===== src/rtl/stc_pkg.sv =====
// Package: register offsets and control-field positions shared by the
// capture unit. Assumes a 32-bit data path and byte addresses with 4-byte stride.
package stc_pkg;
    localparam int DATA_W    = 32;
    localparam int NUM_SLOTS = 4;
    localparam int NUM_EVT   = NUM_SLOTS + 1;   // captures plus overflow

    localparam logic [7:0] OFF_CNT   = 8'h00;
    localparam logic [7:0] OFF_CAP0  = 8'h08;
    localparam logic [7:0] OFF_CTRL  = 8'h28;
    localparam logic [7:0] OFF_ENFLG = 8'h2C;
    localparam logic [7:0] OFF_CLR   = 8'h30;
    localparam logic [7:0] OFF_ID    = 8'h5C;

    localparam int BIT_LOAD_EN = 8;
    localparam int BIT_ONESHOT = 16;
    localparam int STOP_LSB    = 17;
    localparam int BIT_RUN     = 20;
    localparam int EN_LSB      = 1;
    localparam int FLG_LSB     = 17;

    localparam logic [DATA_W-1:0] CTRL_MASK = 32'h0017_0155;
endpackage


===== src/rtl/stc_edge_detect.sv =====
// Edge detector: synchronizes an asynchronous input through SYNC_STAGES
// flops, then reports a rising or falling edge as picked by fall_sel.
// Assumes fall_sel is already synchronous to clk.
module stc_edge_detect #(
    parameter int SYNC_STAGES = 2
) (
    input  logic clk,
    input  logic rst_n,
    input  logic din,
    input  logic fall_sel,
    output logic hit
);
    logic [SYNC_STAGES-1:0] sync_q;
    logic                   prev_q;
    logic                   level;

    assign level = sync_q[SYNC_STAGES-1];

    // Shift the raw input through the synchronizer and keep the last level.
    always_ff @(posedge clk) begin
        if (!rst_n) begin
            sync_q <= '0;
            prev_q <= 1'b0;
        end else begin
            sync_q <= {sync_q[SYNC_STAGES-2:0], din};
            prev_q <= level;
        end
    end

    // Choose the edge direction that the armed slot wants.
    always_comb begin
        hit = fall_sel ? (prev_q & ~level) : (level & ~prev_q);
    end
endmodule


===== src/rtl/stc_sequencer.sv =====
// Slot sequencer: walks capture slots from 0 up to stop_idx, then wraps.
// In single-pass mode it halts after stop_idx until rearm. Assumes hit is a
// single-cycle pulse.
module stc_sequencer #(
    parameter int SLOTS  = 4,
    localparam int SLOT_W = $clog2(SLOTS)
) (
    input  logic              clk,
    input  logic              rst_n,
    input  logic              hit,
    input  logic              load_en,
    input  logic              oneshot,
    input  logic [SLOT_W-1:0] stop_idx,
    input  logic              rearm,
    output logic [SLOT_W-1:0] slot,
    output logic              take
);
    logic stopped_q;

    assign take = hit & load_en & ~stopped_q;

    // Advance, wrap or halt the slot pointer.
    always_ff @(posedge clk) begin
        if (!rst_n) begin
            slot      <= '0;
            stopped_q <= 1'b0;
        end else if (rearm) begin
            slot      <= '0;
            stopped_q <= 1'b0;
        end else if (take) begin
            if (slot >= stop_idx) begin
                slot      <= '0;
                stopped_q <= oneshot;
            end else begin
                slot <= slot + SLOT_W'(1);
            end
        end
    end

    AST_HALT_HOLDS: assert property (@(posedge clk) disable iff (!rst_n)
        (stopped_q && !rearm) |=> (stopped_q && $stable(slot)));
    AST_WRAP_AT_STOP: assert property (@(posedge clk) disable iff (!rst_n)
        (take && !rearm && slot >= stop_idx) |=> slot == '0);
endmodule


===== src/rtl/stc_flags.sv =====
// Flag bank: sticky event flags cleared by write-one, plus a global flag
// raised by enabled events. A new event beats a clear in the same cycle.
module stc_flags #(
    parameter int NEVT = 5
) (
    input  logic            clk,
    input  logic            rst_n,
    input  logic [NEVT-1:0] evt,
    input  logic [NEVT-1:0] en,
    input  logic [NEVT-1:0] clr_evt,
    input  logic            clr_glob,
    output logic [NEVT-1:0] flags,
    output logic            irq
);
    logic glob_q;

    assign irq = glob_q;

    // Update the sticky flags and the global flag.
    always_ff @(posedge clk) begin
        if (!rst_n) begin
            flags  <= '0;
            glob_q <= 1'b0;
        end else begin
            flags  <= (flags & ~clr_evt) | evt;
            glob_q <= (glob_q & ~clr_glob) | (|(evt & en));
        end
    end

    for (genvar g = 0; g < NEVT; g++) begin : g_chk
        AST_FLAG_STICKY: assert property (@(posedge clk) disable iff (!rst_n)
            (flags[g] && !clr_evt[g]) |=> flags[g]);
        AST_EVENT_BEATS_CLEAR: assert property (@(posedge clk) disable iff (!rst_n)
            (evt[g] && clr_evt[g]) |=> flags[g]);
    end
    AST_IRQ_HAS_CAUSE: assert property (@(posedge clk) disable iff (!rst_n)
        $rose(irq) |-> (|flags));
endmodule


===== src/rtl/stamp_capture.sv =====
// Top: timestamp counter, capture registers, control/enable registers and
// register port. Reads are combinational; writes land at the clock edge.
// Assumes the register map fixed in stc_pkg.
module stamp_capture
    import stc_pkg::*;
#(
    parameter int          CNT_W       = DATA_W,
    parameter int          SYNC_STAGES = 2,
    parameter logic [31:0] ID_VALUE    = 32'h5354_4301,
    localparam int         SLOT_W      = $clog2(NUM_SLOTS)
) (
    input  logic        clk,
    input  logic        rst_n,
    input  logic        bus_wr,
    input  logic [7:0]  bus_addr,
    input  logic [31:0] bus_wdata,
    output logic [31:0] bus_rdata,
    input  logic        cap_in,
    output logic        irq
);
    logic [CNT_W-1:0]   cnt_q;
    logic [CNT_W-1:0]   cap_q [NUM_SLOTS];
    logic [DATA_W-1:0]  ctrl_q;
    logic [NUM_EVT-1:0] en_q;
    logic [NUM_EVT-1:0] flags;
    logic [NUM_EVT-1:0] evt;
    logic [NUM_SLOTS-1:0] pol_v;
    logic [NUM_SLOTS-1:0] load_v;
    logic [SLOT_W-1:0]  slot;
    logic               hit, take, run, cnt_wr, ctrl_wr, clr_wr, ovf;

    assign run     = ctrl_q[BIT_RUN];
    assign cnt_wr  = bus_wr && bus_addr == OFF_CNT;
    assign ctrl_wr = bus_wr && bus_addr == OFF_CTRL;
    assign clr_wr  = bus_wr && bus_addr == OFF_CLR;
    assign ovf     = run && !cnt_wr && (&cnt_q);

    for (genvar k = 0; k < NUM_SLOTS; k++) begin : g_pol
        assign pol_v[k]  = ctrl_q[2*k];
        assign load_v[k] = take && slot == SLOT_W'(k);
    end

    // Timestamp counter: software load, otherwise count while running.
    always_ff @(posedge clk) begin
        if (!rst_n)      cnt_q <= '0;
        else if (cnt_wr) cnt_q <= bus_wdata[CNT_W-1:0];
        else if (run)    cnt_q <= cnt_q + CNT_W'(1);
    end

    // Control and interrupt-enable registers.
    always_ff @(posedge clk) begin
        if (!rst_n) begin
            ctrl_q <= '0;
            en_q   <= '0;
        end else begin
            if (ctrl_wr) ctrl_q <= bus_wdata & CTRL_MASK;
            if (bus_wr && bus_addr == OFF_ENFLG) en_q <= bus_wdata[EN_LSB +: NUM_EVT];
        end
    end

    for (genvar k = 0; k < NUM_SLOTS; k++) begin : g_cap
        // Capture register k: a capture takes precedence over a software write.
        always_ff @(posedge clk) begin
            if (!rst_n)         cap_q[k] <= '0;
            else if (load_v[k]) cap_q[k] <= cnt_q;
            else if (bus_wr && bus_addr == OFF_CAP0 + 8'(4*k))
                cap_q[k] <= bus_wdata[CNT_W-1:0];
        end
    end

    stc_edge_detect #(.SYNC_STAGES(SYNC_STAGES)) i_edge (
        .clk(clk), .rst_n(rst_n), .din(cap_in), .fall_sel(pol_v[slot]), .hit(hit)
    );

    stc_sequencer #(.SLOTS(NUM_SLOTS)) i_seq (
        .clk(clk), .rst_n(rst_n), .hit(hit), .load_en(ctrl_q[BIT_LOAD_EN]),
        .oneshot(ctrl_q[BIT_ONESHOT]), .stop_idx(ctrl_q[STOP_LSB +: SLOT_W]),
        .rearm(ctrl_wr), .slot(slot), .take(take)
    );

    assign evt = {ovf, load_v};

    stc_flags #(.NEVT(NUM_EVT)) i_flags (
        .clk(clk), .rst_n(rst_n), .evt(evt), .en(en_q),
        .clr_evt(clr_wr ? bus_wdata[1 +: NUM_EVT] : '0),
        .clr_glob(clr_wr && bus_wdata[0]), .flags(flags), .irq(irq)
    );

    // Read multiplexer.
    always_comb begin
        bus_rdata = '0;
        case (bus_addr)
            OFF_CNT:   bus_rdata = DATA_W'(cnt_q);
            OFF_CTRL:  bus_rdata = ctrl_q;
            OFF_ENFLG: begin
                bus_rdata[EN_LSB +: NUM_EVT]  = en_q;
                bus_rdata[FLG_LSB +: NUM_EVT] = flags;
            end
            OFF_ID:    bus_rdata = ID_VALUE;
            default: begin
                for (int k = 0; k < NUM_SLOTS; k++)
                    if (bus_addr == OFF_CAP0 + 8'(4*k)) bus_rdata = DATA_W'(cap_q[k]);
            end
        endcase
    end

    AST_CNT_STEP: assert property (@(posedge clk) disable iff (!rst_n)
        (run && !cnt_wr) |=> cnt_q == $past(cnt_q) + CNT_W'(1));
    AST_CNT_FROZEN: assert property (@(posedge clk) disable iff (!rst_n)
        (!run && !cnt_wr) |=> $stable(cnt_q));
    AST_ONE_SLOT: assert property (@(posedge clk) disable iff (!rst_n)
        $onehot0(load_v));
    AST_WRAP_FLAG: assert property (@(posedge clk) disable iff (!rst_n)
        (run && !cnt_wr && cnt_q == '1) |=> (cnt_q == '0 && flags[NUM_SLOTS]));
    AST_NO_LOAD_OFF: assert property (@(posedge clk) disable iff (!rst_n)
        !ctrl_q[BIT_LOAD_EN] |-> load_v == '0);
endmodule


===== config.mk =====
export PLATFORM = sky130hd
export DESIGN_NAME = stamp_capture
export DESIGN_NICKNAME = d
export VERILOG_FILES = /design/src/rtl/stc_pkg.sv /design/src/rtl/stc_edge_detect.sv /design/src/rtl/stc_sequencer.sv /design/src/rtl/stc_flags.sv /design/src/rtl/stamp_capture.sv
export SDC_FILE = /design/constraint.sdc
export NUM_CORES = 1
export LEC_CHECK = 0
export ABC_AREA = 1
export BUFFER_PORTS_ARGS = -buffer_cell sky130_fd_sc_hd__buf_2
export CAP_MARGIN = 20
export CORE_AREA = 8 8 176 212
export DETAILED_ROUTE_END_ITERATION = 8
export DIE_AREA = 0 0 184 220
export PLACE_DENSITY = 0.53
export SLEW_MARGIN = 20
export SYNTH_ARGS = -nofsm -noshare
export SYNTH_HDL_FRONTEND = slang
export SYNTH_HIERARCHICAL = 1
export SYNTH_SLANG_ARGS = --single-unit

===== constraint.sdc =====
create_clock -name clk -period 3.54 [get_ports clk]
set_clock_uncertainty 0.15 [all_clocks]
set_input_delay 0.177 -clock clk [delete_from_list [all_inputs] [get_ports clk]]
set_output_delay 0.177 -clock clk [all_outputs]
set_load 0.1 [all_outputs]

Word level (Yosys, flattened, before mapping)
Memory sizes are Yosys's and may differ from the RTL's.
Cells that the tools add are included.
{"block": "op_classes", "add_sub_neg": 2, "n_lt_le_gt_ge": 2, "n_eq_ne": 11, "muxes": 53, "bitwise_logic": 23, "n_reduce_logical": 24}
{"op": "32-bit 2-to-1 mux", "count": 14}
{"op": "11-bit one-hot mux with 4 select lines", "count": 1}
{"op": "5-bit one-hot mux with 4 select lines", "count": 2}
{"op": "32-bit by 1-bit adder with 32-bit output (second input constant)", "count": 1}
{"op": "32-bit AND reduction", "count": 1}
{"op": "1-bit 2-to-1 mux", "count": 31}
{"op": "10-bit one-hot mux with 3 select lines", "count": 1}
{"op": "8-bit by 6-bit == test with 1-bit output (second input constant)", "count": 3}
{"op": "8-bit by 4-bit == test with 1-bit output (second input constant)", "count": 2}
{"op": "8-bit by 5-bit == test with 1-bit output (second input constant)", "count": 2}
{"op": "1-bit logical AND", "count": 15}
{"op": "5-bit AND", "count": 2}
{"op": "1-bit OR", "count": 9}
{"op": "8-bit by 7-bit == test with 1-bit output (second input constant)", "count": 1}
{"op": "8-bit logical NOT", "count": 1}
{"op": "1-bit AND", "count": 5}
{"op": "5-bit 2-to-1 mux", "count": 1}
{"op": "1-bit NOT", "count": 5}
{"op": "5-bit NOT", "count": 1}
{"op": "5-bit OR", "count": 1}
{"op": "5-bit OR reduction", "count": 1}
{"op": "2-bit == test (second input constant)", "count": 2}
{"op": "1-bit one-hot mux with 4 select lines", "count": 1}
{"op": "2-bit OR reduction", "count": 2}
{"op": "other kinds (10)", "count": 10}
{"block": "totals", "reg_bits": 58, "mem_bits_rw": 128, "input_bits": 44, "output_inout_bits": 33, "word_cells": 125, "n_memories": 1}
{"name": "cap_q", "words": 4, "word_bits": 32, "rd": 4, "rd_ports_with_merged_regs": 0, "wr": 4, "line_no": "stamp_capture.sv:22", "source": "logic [CNT_W-1:0] cap_q [NUM_SLOTS];"}

Longest topological paths before layout
Gate-level depths: netlist (run 1).
{"block": "logic_depth", "ltp_word": 11, "depth_mapped": 15, "ltp_nobuf": 15}

By module
Netlist (run 1), hierarchy kept.
{"module": "stamp_capture", "n_inst": 1, "cells_each": 1167, "area_per_inst_um2": 9485.3, "seq_area_each_um2": 4764.6}
{"module": "stc_flags", "n_inst": 1, "cells_each": 35, "area_per_inst_um2": 236.5, "seq_area_each_um2": 120.1}
{"module": "stc_sequencer", "n_inst": 1, "cells_each": 29, "area_per_inst_um2": 198.9, "seq_area_each_um2": 60.1}
{"module": "stc_edge_detect", "n_inst": 1, "cells_each": 15, "area_per_inst_um2": 107.6, "seq_area_each_um2": 60.1}

Least setup slack after synthesis (run 1)
No wires, ideal clock.
{"block": "synth_path", "path_kind": "register to register", "from": "register i_seq.slot[1]", "to": "memory cap_q[2][0] (netlist bit) (enable)", "setup_ps": 561, "t_arrival_ps": 2600, "required_ps": 2829, "path_slack_ps": 229, "path_stages_with_launch": 11, "path_buffers": 1, "synth_period_minus_slack_ps": 3311, "cell_sequence": "dfxtp_1 > inv_1 > o311ai_0 > nand3_1 > nand2_1 > nand2_2 > nor2_4 > nand2_1 > nand4_1 > clkbuf_1 > nand3_1"}
{"item": "start: declaration", "line_no": "stc_sequencer.sv:15", "source": "output logic [SLOT_W-1:0] slot,"}
{"item": "start signal: assignment", "line_no": "stc_sequencer.sv:35", "source": "slot <= slot + SLOT_W'(1);"}
{"item": "end: declaration", "line_no": "stamp_capture.sv:22"}

==> flow_metrics.env, run 1 <==
export IMPL_crit_buf_inv=2
export IMPL_h_tree_depth=4
export IMPL_ant_nets=0
export IMPL_worstMarginPinSlew_ns=0.8541
export IMPL_arrival_ns=2.91
export IMPL_rsz0062_at_grt="false"
export IMPL_crit_top_cell="nand2_1"
export IMPL_cp_max_fo=21
export IMPL_yosysWarnings=6
export IMPL_drc=0
export IMPL_cts_inserted_buffers=17
export IMPL_power_density_nw_per_um2=387.2
export IMPL_synth_edf_count=128
export IMPL_setup_viol=0
export IMPL_grt_pass1_vias=9207
export IMPL_die_w_um=184
export IMPL_nFillCells=3561
export IMPL_synth_seq_area_share=0.4991
export IMPL_worstPathCellList="inv_1 -> o311ai_0 -> nand3_1 -> nand2_1 -> nand2_2 -> nor2_4 -> nand2_1 -> nand4_1 -> nand3_2 -> buf_12"
export IMPL_vias=9243
export IMPL_nets=1389
export IMPL_path_class="reg -> reg"
export IMPL_grt_usage=0.1755
export IMPL_startpoint="i_seq/slot[1]"
export IMPL_routedWlPerCell_um=19.55
export IMPL_cts_tree="built"
export IMPL_end_kind="register"
export IMPL_yosysUniqueCellTypes=33
export IMPL_clkSlewWorstSetupHoldPaths_ns=0.08
export IMPL_synth_seq_cells=186
export IMPL_fp_dieH_um=220
export IMPL_syn_cell_area_um2=10030
export IMPL_clock_root_buffer="clkbuf_16"
export IMPL_dp_cells=1749
export IMPL_rows=74
export IMPL_synth_top_flop_cell="edfxtp_1"
export IMPL_grt_pass1_wl_mm=54.08
export IMPL_gr_total_overflow=0
export IMPL_via_per_inst=5.104
export IMPL_dr_pass1_iters=5
export IMPL_core_um2=33700
export IMPL_hp_class="in -> reg"
export IMPL_timing_final_crit_share=0.8083
export IMPL_hp_start="bus_wdata[7]"
export IMPL_status="finished, final reports clean"
export IMPL_io_buffers=76
export IMPL_drt_iter0_drc=809
export IMPL_post_cts_buffers=0
export IMPL_synth_net_count=1293
export IMPL_slowest_stage="o311ai_0"
export IMPL_synth_most_common_cell="nand2_1"
export IMPL_clkSinkCount=186
export IMPL_postSynthCellCount=1246
export IMPL_antenna_found_initial=1
export IMPL_drive_gt1_frac=0.1373
export IMPL_finalNonFillerCells=1811
export IMPL_clock_latency_ns=0.46
export IMPL_grt_start_max_net_pins=34
export IMPL_dp_final_hpwl_mm=24.59
export IMPL_timing_slew_headroom=0.4264
export IMPL_startpoint_type="register"
export IMPL_wirelength_mm=35.41
export IMPL_yosysTopAreaCellShare=0.3833
export IMPL_clock_fmax_mhz=349.5
export IMPL_p_leak_uw=0.004441
export IMPL_synthTopCellsByCount="nand2_1 (356), inv_1 (149), edfxtp_1 (128)"
export IMPL_fin_area_um2=11910
export IMPL_reg2reg_from="i_seq/slot[1]"
export IMPL_fin_crit_ns=2.861
export IMPL_ios=77
export IMPL_placed_area_um2=11020
export IMPL_worst_ir_drop_vdd_uv=351.3
export IMPL_gp_congestion=0.8991
export IMPL_start_util=0.2976
export IMPL_num_antenna_cells=0
export IMPL_finalSetupTns_ns=0
export IMPL_required_ns=3.59
export IMPL_synth_largest_area_cell="edfxtp_1"
export IMPL_cp_slowest_stage_delay_ns=0.44
export IMPL_avgSynthCellArea_um2=8.048
export IMPL_hold_viol_final=0
export IMPL_clock_path_buffers=2
export IMPL_slew_viol_final=0
export IMPL_die_area_um2=40480
export IMPL_cap_violations=0
export IMPL_synthTopCellsByArea="edfxtp_1 (38%), nand2_1 (13%), dfxtp_1 (12%), o22ai_1 (6.7%), inv_1 (5.6%)"
export IMPL_cts_repair_resized=0
export IMPL_crit_family="simple AND/OR/NAND/NOR gates"
export IMPL_syn2layout_area_growth_pct=18.77
export IMPL_async_flop_share=0
[where the power goes]
group | switching, uW | total, uW | leakage (uW) | internal (uW)
logic | 162 | 232 | 0.00244 | 70.5
clock network | 964 | 1980 | 0.000291 | 1010
registers | 19.4 | 2400 | 0.00171 | 2380
total | 1150 | 4610 | 0.00444 | 3470
[kinds of logic (layout without fill, tap and decap cells)]
family          after synthesis  after routing  share of synthesized area
fa+ha+maj                     3              3                   0.003743
buf+inv                     211            320                    0.08322
simple gates                585            585                     0.2443
xor+xnor                      8              8                   0.006987
flops                       186            186                     0.4991
compound gates              253            253                     0.1627
[worst register-to-register path, stage by stage, from the launching register on]
cell      delay, ns
dfxtp_1        0.43
inv_1          0.08
o311ai_0       0.44
nand3_1        0.13
nand2_1        0.09
nand2_2        0.08
nor2_4         0.17
nand2_1        0.13
nand4_1        0.15
nand3_2        0.39
buf_12         0.34
[repair_timing]
item	CTS	global route
setup endpoints to repair	0	0
hold endpoints to repair	67	0
hold buffers	30	0
[placed cells by master (no fill, tap or decap), drive strengths merged]
cell / instances
nand2: 360
inv: 163
o22ai: 137
edfxtp: 128
buf: 106
nor2: 101
nand3: 93
a21oi: 78
dfxtp: 58
o21ai: 35
dlygate4sd3: 30
clkbuf: 17
and3: 9
nand3b: 9
xor2: 8
nor3: 7
nand4: 4
ha: 3
clkinv: 2
a22oi: 1
o311ai: 1
and2: 1
a211oi: 1
nor4: 1
clkinvlp: 1
bufinv: 1
[stage by stage]
step                      total power [uW]  utilization  setup slack [ns]  hold slack [ns]
after global routing                  4733       0.3534            0.3664          0.03531
final                                 4612       0.3534            0.6785          0.01754
after floorplan                       2558            -            0.2291           0.1205
after detailed placement              2661       0.3268            0.7055           0.2212
after CTS                             4637       0.3534            0.6583        0.0009582
after global placement                2658       0.3268            0.6995           0.2174
[registers in the layout, summed over array words and instances (netlist names)]
signal,flops
i_edge/prev_q,1
en_q,5
ctrl_q,9
i_seq/slot,2
i_seq/stopped_q,1
i_edge/sync_q,2
cnt_q,32
i_flags/flags,5
cap_q,128
i_flags/irq,1
[final timing paths]
kind | endpoint | slack (ns) | depth (start not counted)
min reg2reg | i_edge/sync_q[1] | 0.28 | 2
min | cap_q[3][7] | 0.02 | 3
max | cap_q[2][15] | 0.68 | 10
max reg2reg | cap_q[2][15] | 0.68 | 10
[per-layer routing]
metal | vias up | global-route usage | routed length (um)
li1 | 4431 | - | -
met1 | 4425 | 0.2121 | 14670
met2 | 320 | 0.3072 | 17780
met3 | 67 | 0.02636 | 1987
met4 | 0 | 0.07270 | 978
met5 | - | 0 | 0
[final cells by class]
type                    instances  area, um^2  area share
repair buffers                136       968.4     0.08131
flip-flops and latches        186        5005      0.4202
clock buffers                  17       425.4     0.03572
clock inverters                15       168.9     0.01418
inverters                     152       570.5     0.04790
well taps                     456       570.5     0.04790
multi-input cells             849        4202      0.3528
Power figures use the tool's default switching activity.
==> run 2: changes to the inputs <==
- PLACE_DENSITY: 0.53 -> 0.51
- clock period: 3.54 -> 2.8 ns (I/O delays scaled with it)
==> run 2 against run 1 <==
Effect of this change: sequential share of layout area shrank 2.2 points; final cell count grew 0.28%; core utilization grew 1.9 points; final area grew 5.5%; first-iteration DRC count shrank 6.1%; via count shrank 0.21%; sequential power grew 27%; sequential cell count is the same; critical path type unchanged; largest cell class unchanged; largest power group unchanged.
==> flow_metrics.env, run 2 (synthesis results as in run 1) <==
export IMPL_status="finished, final reports clean"
export IMPL_finalSetupTns_ns=0
export IMPL_required_ns=2.81
export IMPL_ios=77
export IMPL_r2r_end="cap_q[2][30]"
export IMPL_reg2regPathDepth=11
export IMPL_multi_input_area_um2=4214
export IMPL_rrSetupSlack_ns=0.22
export IMPL_worstMarginPinSlew_ns=0.8460
export IMPL_startpoint_type="register"
export IMPL_rows=74
export IMPL_h_tree_depth=4
export IMPL_min_to="cap_q[2][12]"
export IMPL_die_w_um=184
export IMPL_gp_congestion=0.8648
export IMPL_dp_final_hpwl_mm=24.41
export IMPL_final_common_cell="nand2_1"
export IMPL_largestRegisters="cap_q x128, cnt_q x32, ctrl_q x9"
export IMPL_syn2layout_area_growth_pct=25.32
export IMPL_clkSinkCount=186
export IMPL_mostFrequentLayoutCells="nand2_1 (353), inv_1 (149), edfxtp_1 (128)"
export IMPL_antenna_found_initial=0
export IMPL_die_area_um2=40480
export IMPL_worstPathCellList="inv_1 -> o311ai_1 -> inv_1 -> nand3_1 -> nand2_1 -> nand2_2 -> nor2_4 -> nand2_1 -> nand4_1 -> nand3_4 -> buf_12"
export IMPL_timing_final_crit_share=0.9198
export IMPL_register_area_um2=5005
export IMPL_path_class="reg -> reg"
export IMPL_largest_reg_flops=128
export IMPL_reg2reg_from="i_seq/slot[1]"
export IMPL_dr_pass1_iters=7
export IMPL_grt_pass1_wl_mm=55.28
export IMPL_crit_family="simple AND/OR/NAND/NOR gates"
export IMPL_drt_iter0_drc=760
export IMPL_routedWlPerCell_um=19.80
export IMPL_cts_tree="built"
export IMPL_hp_class="in -> reg"
export IMPL_clkSlewWorstSetupHoldPaths_ns=0.07
export IMPL_hp_start="bus_wdata[12]"
export IMPL_hold_viol_final=0
export IMPL_num_antenna_cells=0
export IMPL_slew_viol_final=0
export IMPL_clock_root_buffer="clkbuf_16"
export IMPL_cap_violations=0
export IMPL_crit_buf_inv=3
export IMPL_nFillCells=3491
export IMPL_clock_fmax_mhz=388.3
export IMPL_cp_max_fo=10
export IMPL_largest_register="cap_q"
export IMPL_setup_viol=0
export IMPL_start_util=0.2976
export IMPL_drive_gt1_frac=0.1404
export IMPL_fin_util=0.3729
export IMPL_grt_start_max_net_pins=36
export IMPL_fin_crit_ns=2.576
export IMPL_clock_latency_ns=0.45
export IMPL_core_um2=33700
export IMPL_timing_slew_headroom=0.4318
export IMPL_slowest_stage="dfxtp_1"
export IMPL_whs_path_depth=3
export IMPL_vias=9224
export IMPL_io_buffers=76
export IMPL_drc=0
export IMPL_nets=1394
export IMPL_power_density_nw_per_um2=463.8
export IMPL_arrival_ns=2.59
export IMPL_wirelength_mm=35.96
export IMPL_post_cts_buffers=0
export IMPL_ant_nets=0
export IMPL_gr_total_overflow=0
export IMPL_via_per_inst=5.079
export IMPL_grt_pass1_vias=9176
export IMPL_clock_path_buffers=2
export IMPL_grt_usage=0.1794
export IMPL_cp_slowest_stage_delay_ns=0.44
export IMPL_worst_ir_drop_vdd_uv=346.6
export IMPL_cts_inserted_buffers=17
export IMPL_p_leak_uw=0.004594
export IMPL_end_kind="register"
export IMPL_fp_dieH_um=220
-- run 2: worst max-delay path by stage --
stage / startpoint / end / slack, ns / cells past startpoint
after floorplan: i_seq/slot[1] / cap_q[0][0] / 0.01 / 10
after global placement: i_seq/slot[1] / cap_q[2][17] / 0.17 / 10
after detailed placement: i_seq/slot[1] / cap_q[2][0] / 0.20 / 10
after CTS: i_seq/slot[1] / cap_q[2][20] / 0.18 / 10
after global routing: i_seq/slot[0] / cap_q[2][14] / -0.01 / 13
final: i_seq/slot[1] / cap_q[2][30] / 0.22 / 11
-- run 2: area by class of cell --
class	count	area share
repair buffers	141	0.1287
inverters	152	0.04540
clock inverters	15	0.01304
clock buffers	17	0.03385
flip-flops and latches	186	0.3982
multi-input cells	849	0.3353
well taps	456	0.04540
-- run 2: stage by stage --
step                worst slack [ns]  std cells  hold WS, ns  cell area, um^2  power [uW]
finish                        0.2245       1816      0.02265            12570        5829
global route                -0.01397       1816      0.02335            12570        5981
CTS                           0.1775       1816      0.01318            12560        5862
detailed placement            0.1979       1753       0.1775            11660        3390
global placement              0.1700       1753       0.1750            11660        3387
floorplan                    0.01401       1246      0.08345            10050        3234
-- run 2: routing by layer --
layer  vias to the layer above  track usage  wire length (um)  part of all wire
met3                        65      0.02455              1813             0.050
met2                       292       0.3144             18020              0.50
met5                         -            0                 0                 0
met1                      4434       0.2204             15170              0.42
met4                         0      0.06812               953             0.027
li1                       4433            -                 -                 -
-- run 2: repair_timing --
item / in CTS / in global routing
endpoints found under the setup margin: 0 / 141
gates resized for setup: 0 / 2
hold buffers: 31 / 0
hold endpoints to repair: 102 / 0
-- run 2: worst reg2reg max path, stage by stage (launching register included) --
cell      delay, ns
dfxtp_1        0.44
inv_1          0.09
o311ai_1       0.32
inv_1          0.07
nand3_1        0.08
nand2_1        0.06
nand2_2        0.09
nor2_4         0.05
nand2_1        0.18
nand4_1        0.25
nand3_4        0.29
buf_12         0.19
-- run 2: power breakdown --
group / total, uW / switching (uW) / internal [uW]
logic: 320 / 211 / 109
clock network: 2470 / 1140 / 1330
registers: 3040 / 25.4 / 3010
total: 5830 / 1370 / 4450
==> run 3: changes to the inputs <==
- ABC_AREA: 1 -> unset
- CORE_AREA: 8 8 176 212 -> 8 8 175 210
- DIE_AREA: 0 0 184 220 -> 0 0 183 218
==> run 3 against run 2 <==
Effect of this change: count of clock-buffer cells in the layout increased by 11; wire length up 2.4%; die area fell by 1.4%; final cell count fell by 19%; sequential cell count unchanged; synthesized area down 2.0%; core utilization grew 0.11 points; hold slack better by 0.055 ns; via count decreased by 11%; fmax down 5.1%; critical endpoint is now cap_q[3][0].
==> flow_metrics.env, run 3 <==
export IMPL_status="finished, final reports clean"
export IMPL_p_leak_uw=0.004297
export IMPL_timing_slew_headroom=0.2713
export IMPL_gr_total_overflow=0
export IMPL_yosysUniqueCellTypes=70
export IMPL_cp_max_fo=32
export IMPL_yosysTopAreaCellShare=0.3910
export IMPL_nFillCells=3271
export IMPL_setup_viol=0
export IMPL_path_class="reg -> reg"
export IMPL_worstMarginPinSlew_ns=1.093
export IMPL_synth_edf_count=128
export IMPL_die_w_um=183
export IMPL_largest_register="cap_q"
export IMPL_setup_slack_ns=0.08549
export IMPL_fin_util=0.3740
export IMPL_slowest_stage="or3_4"
export IMPL_hp_class="in -> reg"
export IMPL_combinationalPowerShare=0.070
export IMPL_grt_usage=0.1851
export IMPL_cp_slowest_stage_delay_ns=0.60
export IMPL_arrival_ns=2.67
export IMPL_crit_buf_inv=1
export IMPL_rows=74
export IMPL_clock_latency_ns=0.44
export IMPL_async_flop_share=0
export IMPL_finalNonFillerCells=1462
export IMPL_core_um2=33520
export IMPL_yosysWarnings=6
export IMPL_required_ns=2.75
export IMPL_synthTopCellsByArea="edfxtp_1 (39%), dfxtp_1 (12%), a22o_1 (12%), mux2i_1 (2.9%), a22oi_1 (2.6%)"
export IMPL_cap_violations=0
export IMPL_post_cts_buffers=0
export IMPL_largest_reg_flops=128
export IMPL_gp_congestion=0.8605
export IMPL_clkSinkCount=186
export IMPL_vias=8244
export IMPL_reg2regPathDepth=7
export IMPL_worst_ir_drop_vdd_uv=391.7
export IMPL_ios=77
export IMPL_finalSetupTns_ns=0
export IMPL_clock_root_buffer="clkbuf_16"
export IMPL_avgSynthCellArea_um2=11.02
export IMPL_worstPathCellList="mux4_2 -> o22ai_2 -> nand3b_4 -> inv_2 -> and3_1 -> nor3_2 -> or3_4"
export IMPL_fp_dieH_um=218
export IMPL_grt_pass1_vias=8174
export IMPL_postSynthCellCount=892
export IMPL_routedWlPerCell_um=25.19
export IMPL_synth_net_count=939
export IMPL_hold_viol_final=0
export IMPL_synth_top_flop_cell="edfxtp_1"
export IMPL_dp_cells=1393
export IMPL_drive_gt1_frac=0.2455
export IMPL_startpoint="i_seq/slot[0]"
export IMPL_startpoint_type="register"
export IMPL_io_buffers=76
export IMPL_end_kind="register"
export IMPL_whs_path_depth=4
export IMPL_timing_final_crit_share=0.9695
export IMPL_synth_largest_area_cell="edfxtp_1"
export IMPL_synth_seq_area_share=0.5092
export IMPL_antenna_found_initial=0
export IMPL_dr_pass1_iters=6
export IMPL_grt_pass1_wl_mm=55.10
export IMPL_sequentialPowerShare=0.519
export IMPL_synth_most_common_cell="a22o_1"
export IMPL_clkSlewWorstSetupHoldPaths_ns=0.07
export IMPL_clock_path_buffers=2
export IMPL_reg2reg_from="i_seq/slot[0]"
export IMPL_drc=0
export IMPL_via_per_inst=5.639
export IMPL_syn_cell_area_um2=9829
export IMPL_final_common_cell="a22o_1"
export IMPL_syn2layout_area_growth_pct=27.53
export IMPL_grt_start_max_net_pins=65
export IMPL_dp_final_hpwl_mm=24.05
export IMPL_ant_nets=0
export IMPL_crit_family="simple AND/OR/NAND/NOR gates"
export IMPL_mostFrequentLayoutCells="a22o_1 (130), edfxtp_1 (128), buf_4 (69)"
export IMPL_slew_viol_final=0
export IMPL_cts_inserted_buffers=17
export IMPL_h_tree_depth=4
export IMPL_clockPowerShare=0.412
export IMPL_drt_iter0_drc=707
export IMPL_path_depth=7
export IMPL_synth_seq_cells=186
export IMPL_num_antenna_cells=0
export IMPL_swShare=0.2323
export IMPL_nets=1040
export IMPL_start_util=0.2933
export IMPL_switchingPower_uw=1361
export IMPL_wirelength_mm=36.83
export IMPL_die_area_um2=39890
export IMPL_power_density_nw_per_um2=467.4
export IMPL_hp_start="bus_wr"
export IMPL_post_place_ws_ns=-0.06750
export IMPL_clock_fmax_mhz=368.4
export IMPL_fin_crit_ns=2.715
export IMPL_cts_tree="built"
export IMPL_rsz0062_at_grt="true"
export IMPL_largestRegisters="cap_q x128, cnt_q x32, ctrl_q x9"
export IMPL_p_int_uw=4498
export IMPL_synthTopCellsByCount="a22o_1 (130), edfxtp_1 (128), clkbuf_1 (63)"
-- run 3: changes by cell type after synthesis, sizes merged, moves of 55 or more --
cell	delta
a22o	+130
o22ai	-136
nor2	-81
nand2	-305
inv	-142
nand3	-72
a21oi	-55
-- run 3: kinds of logic after synthesis --
family / synth area share
AOI/OAI and AO/OA: 0.2473
buffers and inverters: 0.05270
adders and majority gates: 0.003819
muxes: 0.04455
and+or+nand+nor: 0.1309
xor gates and xnor gates: 0.01158
DFF: 0.5092
-- run 3: power by group through the flow --
stage          combinational, uW  sequential [uW]  clock [uW]
3_5_place_dp                 362             3100           0
6_report                     408             3040        2410
4_1_cts                      406             3040        2440
5_1_grt                      429             3050        2530
2_1_floorplan                182             3090           0
3_3_place_gp                 361             3100           0
-- run 3: metrics by stage --
step | hold WS [ns] | area, um^2 | power (uW)
3_3_place_gp | 0.1984 | 11570 | 3459
4_1_cts | 0.06088 | 12530 | 5883
5_1_grt | 0.07984 | 12540 | 6006
2_1_floorplan | 0.09002 | 10020 | 3272
3_5_place_dp | 0.2000 | 11570 | 3461
6_report | 0.07748 | 12540 | 5859
-- run 3: final cells by class --
type                       instances  area [um^2]  area share
tap                              456        570.5     0.04551
clock inverter                     4        31.28    0.002495
inverter                          11        41.29    0.003294
timing repair buffer             185         1821      0.1452
clock buffer                      28        550.5     0.04392
multi-input combinational        592         4516      0.3602
sequential                       186         5006      0.3993
-- run 3: path summary, 6_finish.rpt --
path                                          to  slack (ns)
worst min-delay path                     en_q[1]        0.08
worst min register to register  i_edge/sync_q[1]        0.30
worst max-delay path                 cap_q[3][0]        0.09
worst max register to register       cap_q[3][0]        0.09
-- run 3: what timing repair did --
action | in CTS | in global routing
gates cloned | 2 | 0
pin swaps | 1 | 3
setup endpoints to repair | 77 | 176
hold buffers | 35 | 0
gates resized for setup | 3 | 4
hold endpoints to repair | 150 | 0
-- run 3: worst register-to-register path, cell delays in order, from the launching register on --
cell	delay (ns)
dfxtp_2	0.34
mux4_2	0.54
o22ai_2	0.23
nand3b_4	0.10
inv_2	0.11
and3_1	0.24
nor3_2	0.06
or3_4	0.60
-- run 3: per-layer routing --
metal  vias up  global-route usage  routed length [um]  share of wire
met4         0             0.07248                1197          0.033
met3        64             0.02900                1910          0.052
met1      4142              0.2285               15430           0.42
met2       305              0.3192               18290           0.50
met5         -                   0                   0              0
li1       3733                   -                   -              -
